File: src/rtl/lfsr_ks_pkg.sv
package lfsr_ks_pkg;
  localparam int DEF_NUM_LFSR = 3;
  localparam int DEF_SR_W     = 8;
  localparam int DEF_SEL_W    = 2;
  // Low coefficients of degree-8 primitive polynomials; entry 0 in the low byte.
  localparam logic [(2**DEF_SEL_W)*DEF_SR_W-1:0] DEF_POLY_TABLE = {8'h63, 8'h5F, 8'h2B, 8'h1D};
endpackage

File: src/rtl/lfsr_poly_rom.sv
module lfsr_poly_rom #(
  parameter int NUM_LFSR = 3,
  parameter int SR_W     = 8,
  parameter int SEL_W    = 2,
  parameter logic [(2**SEL_W)*SR_W-1:0] POLY_TABLE = lfsr_ks_pkg::DEF_POLY_TABLE
) (
  input  logic [SEL_W-1:0]         sel,
  output logic [NUM_LFSR*SR_W-1:0] cr_init
);
  localparam int DEPTH = 2**SEL_W;

  logic [SR_W-1:0] rom [DEPTH];

  for (genvar e = 0; e < DEPTH; e++) begin : g_rom
    assign rom[e] = POLY_TABLE[e*SR_W +: SR_W];
  end

  for (genvar i = 0; i < NUM_LFSR; i++) begin : g_lane
    logic [SEL_W-1:0] idx;
    assign idx = sel + SEL_W'(i);
    assign cr_init[i*SR_W +: SR_W] = rom[idx];
  end
endmodule

File: src/rtl/lfsr_lane.sv
module lfsr_lane #(
  parameter int SR_W = 8
) (
  input  logic            clk,
  input  logic            rst,
  input  logic            scan_en,
  input  logic            scan_in,
  input  logic            load,
  input  logic            step,
  input  logic [SR_W-1:0] sr_init,
  input  logic [SR_W-1:0] cr_init,
  output logic            scan_out
);
  localparam logic [SR_W-1:0] CR_RST = {{(SR_W-1){1'b0}}, 1'b1};

  logic [SR_W-1:0] sr;
  logic [SR_W-1:0] cr;
  logic            fb;

  assign fb       = ^(sr & cr);
  assign scan_out = sr[0];

  always_ff @(posedge clk) begin
    if (rst) begin
      sr <= '0;
      cr <= CR_RST;
    end else if (scan_en) begin
      {cr, sr} <= {scan_in, cr, sr[SR_W-1:1]};
    end else if (load) begin
      sr <= sr_init;
      cr <= cr_init;
    end else if (step) begin
      sr <= {fb, sr[SR_W-1:1]};
    end
  end

  AST_LOAD_SR: assert property (@(posedge clk) disable iff (rst)
    $past(load && !scan_en && !rst) |-> sr == $past(sr_init));
  AST_STEP_SHIFT: assert property (@(posedge clk) disable iff (rst)
    $past(step && !scan_en && !load && !rst) |-> sr[SR_W-2:0] == $past(sr[SR_W-1:1]));
  AST_STEP_CR_HOLD: assert property (@(posedge clk) disable iff (rst)
    $past(step && !scan_en && !load && !rst) |-> $stable(cr));
  AST_SCAN_MOVE: assert property (@(posedge clk) disable iff (rst)
    $past(scan_en && !rst) |-> (cr[SR_W-1] == $past(scan_in)) && (sr[SR_W-1] == $past(cr[0])));
endmodule

File: src/rtl/lfsr_combiner.sv
module lfsr_combiner #(
  parameter int NUM_LFSR = 3
) (
  input  logic [NUM_LFSR-1:0] taps,
  output logic                ks
);
  always_comb begin
    ks = 1'b0;
    for (int i = 0; i < NUM_LFSR; i++) begin
      for (int j = i + 1; j < NUM_LFSR; j++) begin
        ks = ks ^ (taps[i] & taps[j]);
      end
    end
  end
endmodule

File: src/rtl/lfsr_keystream.sv
module lfsr_keystream #(
  parameter int NUM_LFSR = lfsr_ks_pkg::DEF_NUM_LFSR,
  parameter int SR_W     = lfsr_ks_pkg::DEF_SR_W,
  parameter int SEL_W    = lfsr_ks_pkg::DEF_SEL_W,
  parameter logic [(2**SEL_W)*SR_W-1:0] POLY_TABLE = lfsr_ks_pkg::DEF_POLY_TABLE
) (
  input  logic                           clk,
  input  logic                           rst,
  input  logic                           load,
  input  logic [SEL_W+NUM_LFSR*SR_W-1:0] seed,
  input  logic                           msg_bit,
  input  logic                           scan_en,
  input  logic                           scan_in,
  output logic                           scan_out,
  output logic                           ks_bit,
  output logic                           ct_bit,
  output logic                           ks_valid
);
  localparam int FILL_W = NUM_LFSR * SR_W;

  logic [NUM_LFSR*SR_W-1:0] cr_init;
  logic [FILL_W-1:0]        sr_fill;
  logic [NUM_LFSR:0]        chain;
  logic [NUM_LFSR-1:0]      taps;
  logic                     run;
  logic                     step;
  logic                     ks_next;

  assign sr_fill         = seed[SEL_W +: FILL_W];
  assign chain[NUM_LFSR] = scan_in;
  assign scan_out        = chain[0];
  assign taps            = chain[NUM_LFSR-1:0];
  assign step            = run && !scan_en && !load;

  lfsr_poly_rom #(
    .NUM_LFSR(NUM_LFSR), .SR_W(SR_W), .SEL_W(SEL_W), .POLY_TABLE(POLY_TABLE)
  ) u_rom (
    .sel    (seed[SEL_W-1:0]),
    .cr_init(cr_init)
  );

  for (genvar i = 0; i < NUM_LFSR; i++) begin : g_lane
    lfsr_lane #(.SR_W(SR_W)) u_lane (
      .clk     (clk),
      .rst     (rst),
      .scan_en (scan_en),
      .scan_in (chain[i+1]),
      .load    (load),
      .step    (step),
      .sr_init (sr_fill[i*SR_W +: SR_W]),
      .cr_init (cr_init[i*SR_W +: SR_W]),
      .scan_out(chain[i])
    );
  end

  lfsr_combiner #(.NUM_LFSR(NUM_LFSR)) u_mix (
    .taps(taps),
    .ks  (ks_next)
  );

  always_ff @(posedge clk) begin
    if (rst) begin
      run      <= 1'b0;
      ks_bit   <= 1'b0;
      ct_bit   <= 1'b0;
      ks_valid <= 1'b0;
    end else begin
      if (load && !scan_en) run <= 1'b1;
      ks_valid <= step;
      if (step) begin
        ks_bit <= ks_next;
        ct_bit <= msg_bit ^ ks_next;
      end
    end
  end

  AST_CT_MATCH: assert property (@(posedge clk) disable iff (rst)
    ks_valid |-> ct_bit == (ks_bit ^ $past(msg_bit)));
  AST_SCAN_QUIET: assert property (@(posedge clk) disable iff (rst)
    $past(scan_en && !rst) |-> !ks_valid);
  AST_NO_EARLY_RUN: assert property (@(posedge clk) disable iff (rst)
    !run |-> !ks_valid);
endmodule

File: config.mk
export PLATFORM = sky130hd
export DESIGN_NAME = lfsr_keystream
export DESIGN_NICKNAME = d
export VERILOG_FILES = /design/src/rtl/lfsr_ks_pkg.sv /design/src/rtl/lfsr_poly_rom.sv /design/src/rtl/lfsr_lane.sv /design/src/rtl/lfsr_combiner.sv /design/src/rtl/lfsr_keystream.sv
export SDC_FILE = /design/constraint.sdc
export NUM_CORES = 1
export LEC_CHECK = 0
export BUFFER_PORTS_ARGS = -buffer_cell sky130_fd_sc_hd__buf_2
export CORE_ASPECT_RATIO = 1.75
export CORE_MARGIN = 5
export CORE_UTILIZATION = 29
export CTS_CLUSTER_DIAMETER = 200
export DETAILED_ROUTE_END_ITERATION = 7
export GPL_TIMING_DRIVEN = 0
export MAX_ROUTING_LAYER = met4
export REMOVE_ABC_BUFFERS = 1
export SYNTH_ARGS = -nofsm -noshare
export SYNTH_HDL_FRONTEND = slang
export SYNTH_HIERARCHICAL = 1
export SYNTH_SLANG_ARGS = --single-unit
export TNS_END_PERCENT = 5
File: constraint.sdc
create_clock -name clk -period 1.65 [get_ports clk]
set_input_delay 0.165 -clock clk [delete_from_list [all_inputs] [get_ports clk]]
set_output_delay 0.165 -clock clk [all_outputs]
set_load 0.03 [all_outputs]
Word level (Yosys, flattened, before mapping)
Index checks and enable logic that the tools add are counted.

storage, ports and cells
  flip-flop bits (word level) = 52
  input bits = 32
  output and inout bits = 4
  logic and storage cells = 61

cells by class
  order comparisons = 3
  bitwise operators = 12
  $add $sub $neg = 2
  reductions and logical operators = 10
  muxes and demuxes = 24

operators with widths
  operator             count
  $mux 8               21
  $bmux 8 s2           3
  $and 8x8->8          3
  $reduce_xor 8->1     3
  $ge 3x3->1 const B   3
  $not 2->3            3
  $and 1x1->1          3
  $logic_and 1x1->1    3
  $reduce_bool 3->1    1
  $xor 1x1->1          3
  $add 2x1->2 const B  1
  $add 2x2->2 const B  1
  $logic_not 1->1      2
  $reduce_bool 2->1    1

Logic depth before layout (Yosys ltp)
Gate-level depths: netlist (run 1).

  word-level depth = 7
  depth in mapped cells = 8
  depth with buffers taken out = 7

Hierarchy
Netlist (run 1), hierarchy kept.

by module, submodules not included
  module          area an instance (um2)  cells each  instances  seq. area each (um2)
  lfsr_lane       839.6                   99          3          320.3
  lfsr_poly_rom   239.0                   32          1          0.0
  lfsr_keystream  156.4                   14          1          80.1
  lfsr_combiner   11.3                    1           1          0.0

Least setup slack after synthesis (run 1)
OpenSTA, ideal clock, no wires.

  path kind = reg2reg
  start = register g_lane[0].u_lane.sr[0]
  end = register g_lane[0].u_lane.sr[7]
  data arrival time = 1.395 ns
  data required time = 1.530 ns
  stages on the path, launching flop included = 7
  buffers on the path = 0
  clock period less this slack = 1.515 ns
  setup time = 0.120 ns
  slack = 0.135 ns
  path through = dfxtp_1 -> nand2_1 -> xor2_1 -> xnor2_1 -> xnor2_1 -> a21oi_1 -> o31a_1

on the way
  cells in the longest elaborated chain, start to end = 5

ends and longest elaborated chain
  item                    RTL line         source
  from (decl)             lfsr_lane.sv:16  logic [SR_W-1:0] sr;
  from (signal assigned)  lfsr_lane.sv:28  {cr, sr} <= {scan_in, cr, sr[SR_W-1:1]};
  from (signal assigned)  lfsr_lane.sv:30  sr <= sr_init;
  from (signal assigned)  lfsr_lane.sv:33  sr <= {fb, sr[SR_W-1:1]};
  $and 8x8->8             lfsr_lane.sv:20  assign fb = ^(sr & cr);
  $reduce_xor 8->1        lfsr_lane.sv:20
  $mux 8                  lfsr_lane.sv:32  end else if (step) begin
  $mux 8                  lfsr_lane.sv:29  end else if (load) begin
  $mux 8                  lfsr_lane.sv:27  end else if (scan_en) begin

No other way between the ends. The select of a mux whose other input is x is not followed.
A chain may end at the register's enable or synchronous reset.

Final worst setup path (run 1)
  start = register run
  end = register g_lane[1].u_lane.sr[6]

on the way
  cells in the longest elaborated chain, start to end = 3

ends and longest elaborated chain
  item                             RTL line              source
  from (decl)                      lfsr_keystream.sv:25  logic run;
  from (signal assigned)           lfsr_keystream.sv:63  run <= 1'b0;
  from (signal assigned)           lfsr_keystream.sv:68  if (load && !scan_en) run <= 1'b1;
  $logic_and 1x1->1 (2 in series)  lfsr_keystream.sv:33  assign step = run && !scan_en && !load;
  net step                         lfsr_keystream.sv:26  logic step;
  $reduce_bool 3->1 (no line)      -
  to (signal assigned)             lfsr_lane.sv:28
  to (signal assigned)             lfsr_lane.sv:30
  to (signal assigned)             lfsr_lane.sv:33
  to (decl)                        lfsr_lane.sv:16

The timed path passes the listed nets, and every way through them passes these cells.

==> results of run 1 <==
[worst reg2reg max path, stage by stage, from the launching register on]
cell and delay, ns:
dfxtp_1 0.33, nor3b_4 0.36, or3_1 0.44, nor2_1 0.07
a211oi_1 0.23
[final cells by class]
type / count / share of cell area
Sequential cell: 52 / 0.326
Multi-Input combinational cell: 245 / 0.501
Clock buffer: 8 / 0.0458
Tap cell: 125 / 0.0489
Timing Repair Buffer: 38 / 0.0634
Inverter: 13 / 0.0153
[report_power, final]
part,internal [mW],switching (mW)
Sequential,1.34,0.0728
Clock,0.606,0.442
Combinational,0.200,0.237
[state kept, by name (all words and copies together), names as in the netlist]
signal            flops
g_lane.u_lane/cr     24
ks_bit                1
g_lane.u_lane/sr     24
ks_valid              1
ct_bit                1
run                   1
[routing by layer]
layer	vias up	global-route usage	share of wire
li1	1153	-	-
met4	0	0.0475	0.021
met5	-	-	0
met3	7	0.0208	0.031
met2	26	0.184	0.53
met1	1003	0.115	0.41
[worst max-delay path by stage]
| stage | from | end | cells past startpoint |
|---|---|---|---|
| 6_report | run | g_lane[1].u_lane/sr[6] | 4 |
| 5_1_grt | run | g_lane[1].u_lane/sr[6] | 4 |
| 4_1_cts | run | g_lane[1].u_lane/sr[6] | 4 |
| 3_5_place_dp | load | g_lane[0].u_lane/sr[5] | 4 |
| 3_3_place_gp | load | g_lane[0].u_lane/sr[5] | 4 |
| 2_1_floorplan | g_lane[0].u_lane/sr[0] | g_lane[0].u_lane/sr[7] | 6 |
[what timing repair did]
action,in CTS,in global routing
pin swaps,1,0
buffers inserted,3,0
gates resized for setup,5,1
endpoints found under the setup margin,24,14
[metrics by stage]
step,instance area [sq um],total power [mW]
after floorplan,2680,1.71
after global placement,3010,1.87
after detailed placement,3010,1.88
after CTS,3190,2.94
after global routing,3200,3.07
final,3200,2.90
[cell usage in the layout, fill, tap and decap left out, types with 3 or more instances in the layout]
cell type,instances
buf_4,5
conb_1,6
nor2_1,69
nand2_1,27
ha_1,6
clkbuf_16,5
a211oi_1,18
inv_1,13
a221oi_1,3
nand2b_1,3
o21ai_0,3
a211oi_2,4
a21oi_1,25
xor2_1,6
mux2i_1,46
dfxtp_1,52
nor2b_2,3
xnor2_1,16
buf_2,33
o31a_1,3
[logic make-up after synthesis]
group | count (synthesis) | synth area share
buf+inv | 51 | 0.106
xor+xnor | 22 | 0.0659
mux | 46 | 0.157
fa+ha+maj | 7 | 0.0295
other cells | 2 | 0.00257
compound gates | 56 | 0.129
simple gates | 108 | 0.153
flops | 52 | 0.356
==> metrics.txt, run 1 <==
outcome=finished, final reports clean; Startpoint Class=flop; static leakage=1.34 nW; register-to-register path setup slack=0.12 ns; worst r2r src=run; TritonRoute pass-1 iters=4; cell family with most CP delay=simple AND/OR/NAND/NOR gates; Setup Viol. Count Final=0; Tcrit/Tclk final=0.928; # rows=48; crit path capture type=flop; Clock Skew=0.00457 ns; Main synth FF type=dfxtp_1; Synth Instances=344; CP Cell Sequence=nor3b_4 > or3_1 > nor2_1 > a211oi_1; Max-Cap Viols=0; Routed Antenna Nets=0; Power Dens Cells=around 900 nW/um^2; Slew HR=0.317; DRC viols=0; via count of the first global-routing pass=2111; Area Overhead vs Synth=9.24%; WL final=6000 um; Final Max Slew Viols=0; synth unique cells=26; final setup margin=0.119 ns; Fillers=1085; DIE HEIGHT=143 um; fin cells=481; RSZ-0062 raised after global routing=true; Tightest Hold Check Type=input pin to flop; vias per inst=roughly 4.6; peak supply drop=360 uV; hold slack=between 0.1 and 0.15 ns; Placement Setup Slack=-0.587 ns; drt initial violations=158; reg-to-reg endpoint=g_lane[1].u_lane/sr[6]; Buffers on Ports=35; I/O pins=36; cell count after placement=470; initial antenna violation count=0; Seq/Total Area, Yosys=0.356; CP arrival=1.72 ns; DP HPWL=4160 um; synth top area cells=dfxtp_1 (36%), mux2i_1 (16%), nor2_1 (8.9%), xnor2_1 (4.8%), a211oi_1 (4.6%); clock tree buffer depth=2; Post-synth top cells=nor2_1 (69), dfxtp_1 (52), mux2i_1 (46), nand2_1 (27), a21oi_1 (25); Reg clk slew, reported paths=0.06 ns; Die W=85.9 um; Min-Delay Path Depth=3; hold buffers post-CTS=0; GRT overflow=0; Worst path max stage delay=0.44 ns; number of H-tree levels=2; number of synthesized flops with an enable pin=0; # nets final=around 400; starting density of the core=0.297; number of buffers and inverters on the critical path=0; setup_tns=0 ns; Root Driver=clkbuf_16; multi-input logic area=about 1600 sq um; share of cells above drive strength 1=0.152; Final Hold Fails=0; worst setup path class=flop to flop; most common cell in the netlist=nor2_1; worst slew pin tran=1.02 ns; final core utilization=0.324; core area=between 9000 and 10000 sq um; Avg Synthesized Cell Area=8.50 sq um; top-area cell type share of the netlist area=0.356; Global Route Usage Sum=0.106; DR vias=2189; TritonCTS buffer count=5; pin count of the biggest net entering global routing=60; RD Place Congestion=between 0.7 and 0.8; clk_lat worst skew=0.29 ns; post-synth top area cell=dfxtp_1; routed wire length per instance=roughly 12 um; CTS tree=done; CP max-delay cell=or3_1; global-route wire length before repair=10100 um; diodes inserted=0; depth of the worst register-to-register path=4; WHS Endpoint=g_lane[2].u_lane/cr[7]; sequential cell area=approximately 1000 sq um; max frequency=653 MHz; post-layout minimum cycle time=1.53 ns; clk sinks=52; #FFs+latches synth=between 50 and 60; synthesized cell area=2930 sq um; die area=12300 sq um; Min-Delay Startpoint=scan_in; Yosys warnings=6; CP Max Fanout=14; Critical Path RT=1.84 ns; ys async rst share=0
Note: power is estimated with default switching activity, not from simulation.
==> run 2, diff against run 1 <==
--- a/config.mk
+++ b/config.mk
@@ -7,8 +7,8 @@
 export LEC_CHECK = 0
 export BUFFER_PORTS_ARGS = -buffer_cell sky130_fd_sc_hd__buf_2
 export CORE_ASPECT_RATIO = 1.75
-export CORE_MARGIN = 5
-export CORE_UTILIZATION = 29
+export CORE_MARGIN = 1
+export CORE_UTILIZATION = 30
 export CTS_CLUSTER_DIAMETER = 200
 export DETAILED_ROUTE_END_ITERATION = 7
 export GPL_TIMING_DRIVEN = 0
==> metrics.txt, run 2 (synthesis gave the netlist of run 1 again) <==
die area=10200 sq um (-17%); Area Overhead vs Synth=9.24% (unchanged); peak supply drop=539 uV (+50%); WL final=5970 um (-0.48%); M1 wire length=2490 um (+0.20%); RSZ-0062 raised after global routing=false; TritonCTS buffer count=5 (unchanged); Top Registers=g_lane.u_lane/cr x24, g_lane.u_lane/sr x24; Die W=76.6 um (-11%); initial antenna violation count=0 (unchanged); diodes inserted=0 (unchanged); DRC viols=0 (unchanged); cell area after layout=3200 sq um (unchanged); Slew HR=0.324 (+0.00720); DP HPWL=4000 um (-3.7%); Critical Path RT=1.85 ns (about the same); pin count of the biggest net entering global routing=60 (unchanged); Reg clk slew, reported paths=0.06 ns (about the same); Placement Setup Slack=-0.629 ns (-0.0419 ns); met3 routed WL=126 um (-31%); setup_tns=0 ns (unchanged); core area=9470 sq um (-3.9%); Startpoint Class=flop; outcome=finished, final reports clean; TritonRoute pass-1 iters=4 (unchanged); most frequent cells in the layout=nor2_1 (69), dfxtp_1 (52), mux2i_1 (46); Tightest Hold Check Type=input pin to flop; DIE HEIGHT=133 um (-7.2%); Root Driver=clkbuf_16; Placed Instance Area=3010 sq um (-0.12%); RD Place Congestion=0.728 (-1.1%); # rows=47 (-2.1%); starting density of the core=0.309 (+0.0120); CP arrival=1.75 ns (+0.03 ns); number of buffers and inverters on the critical path=0 (unchanged); Global Route Usage Sum=0.131 (+0.0253); I/O pins=36 (unchanged); metal2 WL=3190 um (-0.53%); clk_lat worst skew=0.29 ns (about the same); CP Cell Sequence=nor3b_4 > or3_1 > nor2_1 > a211oi_1; vias per inst=4.59 (+0.82%); max frequency=646 MHz (-1.1%); clk sinks=52 (unchanged); via count of the first global-routing pass=2150 (+1.8%); Routed Antenna Nets=0 (unchanged); worst setup path class=flop to flop; Worst path max stage delay=0.45 ns (about the same); top layer in use=met4; post-layout minimum cycle time=1.55 ns (+0.0175 ns); DR vias=2184 (-0.23%); GRT overflow=0 (unchanged); Tcrit/Tclk final=0.938 (+0.0106); Power Dens Cells=923 nW/um^2 (+1.6%); drt initial violations=143 (-9.5%); CP max-delay cell=or3_1; # nets final=392 (-0.25%); hold buffers post-CTS=0 (unchanged); clock tree buffer depth=2 (unchanged); number of H-tree levels=2 (unchanged); cell family with most CP delay=simple AND/OR/NAND/NOR gates; Setup Viol. Count Final=0 (unchanged); crit path capture type=flop; static leakage=1.34 nW (about the same); Final Hold Fails=0 (unchanged); share of cells above drive strength 1=0.155 (+0.00368); Buffers on Ports=35 (unchanged); worst slew pin tran=1.01 ns (-0.0108 ns); CP Max Fanout=14 (unchanged); Final Max Slew Viols=0 (unchanged); Clock Skew=0.00347 ns (-0.00110 ns); routed wire length per instance=12.5 um (+0.56%); global-route wire length before repair=10100 um (+0.83%); Max-Cap Viols=0 (unchanged); CTS tree=done; commonest non-fill, non-tap cell in the layout=nor2_1; final setup margin=0.102 ns (-0.0175 ns)
[run 2: changes by cell type in the layout (fill, tap and decap cells not counted), sizes merged]
cell,previous run,this run
buf,38,37
clkbuf,8,7
[run 2: final timing paths]
path / from / to / slack [ns] / cells after the start
worst max-delay path: run / g_lane[2].u_lane/sr[2] / 0.10 / 4
worst min-delay path: scan_in / g_lane[2].u_lane/cr[7] / 0.12 / 3
worst max register to register: run / g_lane[2].u_lane/sr[2] / 0.10 / 4
worst min register to register: run / run / 0.47 / 2
[run 2: timing repair]
action,4_1_cts,5_1_grt
hold endpoints to repair,0,0
gates resized for setup,5,2
setup endpoints to repair,24,1
setup buffers,2,0
pin swaps,1,0
[run 2: cell type report]
class	instances	area [sq um]
well taps	122	153
multi-input cells	245	1610
inverters	13	48.8
fillers	987	6270
flip-flops and latches	52	1040
clock buffers	7	153
repair buffers	37	195
[run 2: worst min-delay path, cell delays in order]
cell and delay (ns):
buf_2 0.08, a21oi_1 0.05, nor2_1 0.07
[run 2: per-stage QoR]
stage           util  cells  total power, mW  hold WS, ns
2_1_floorplan      -    310             1.71        0.230
3_3_place_gp   0.317    467             1.87        0.419
3_5_place_dp   0.317    467             1.88        0.437
4_1_cts        0.336    476             2.99        0.132
5_1_grt        0.338    476             3.10        0.134
6_report       0.338    476             2.95        0.121
[run 2: report_power, final]
| group | switching, mW | total, mW | leakage (nW) | internal, mW |
|---|---|---|---|---|
| Combinational | 0.240 | 0.441 | 0.836 | 0.201 |
| Sequential | 0.0699 | 1.41 | 0.429 | 1.34 |
| Clock | 0.457 | 1.09 | 0.0760 | 0.638 |
| Total | 0.767 | 2.95 | 1.34 | 2.18 |
[run 2: layer usage]
| metal | vias up | global-route usage |
|---|---|---|
| li1 | 1143 | - |
| met1 | 1003 | 0.135 |
| met2 | 30 | 0.237 |
| met3 | 8 | 0.0228 |
| met4 | 0 | 0.0641 |
| met5 | - | - |
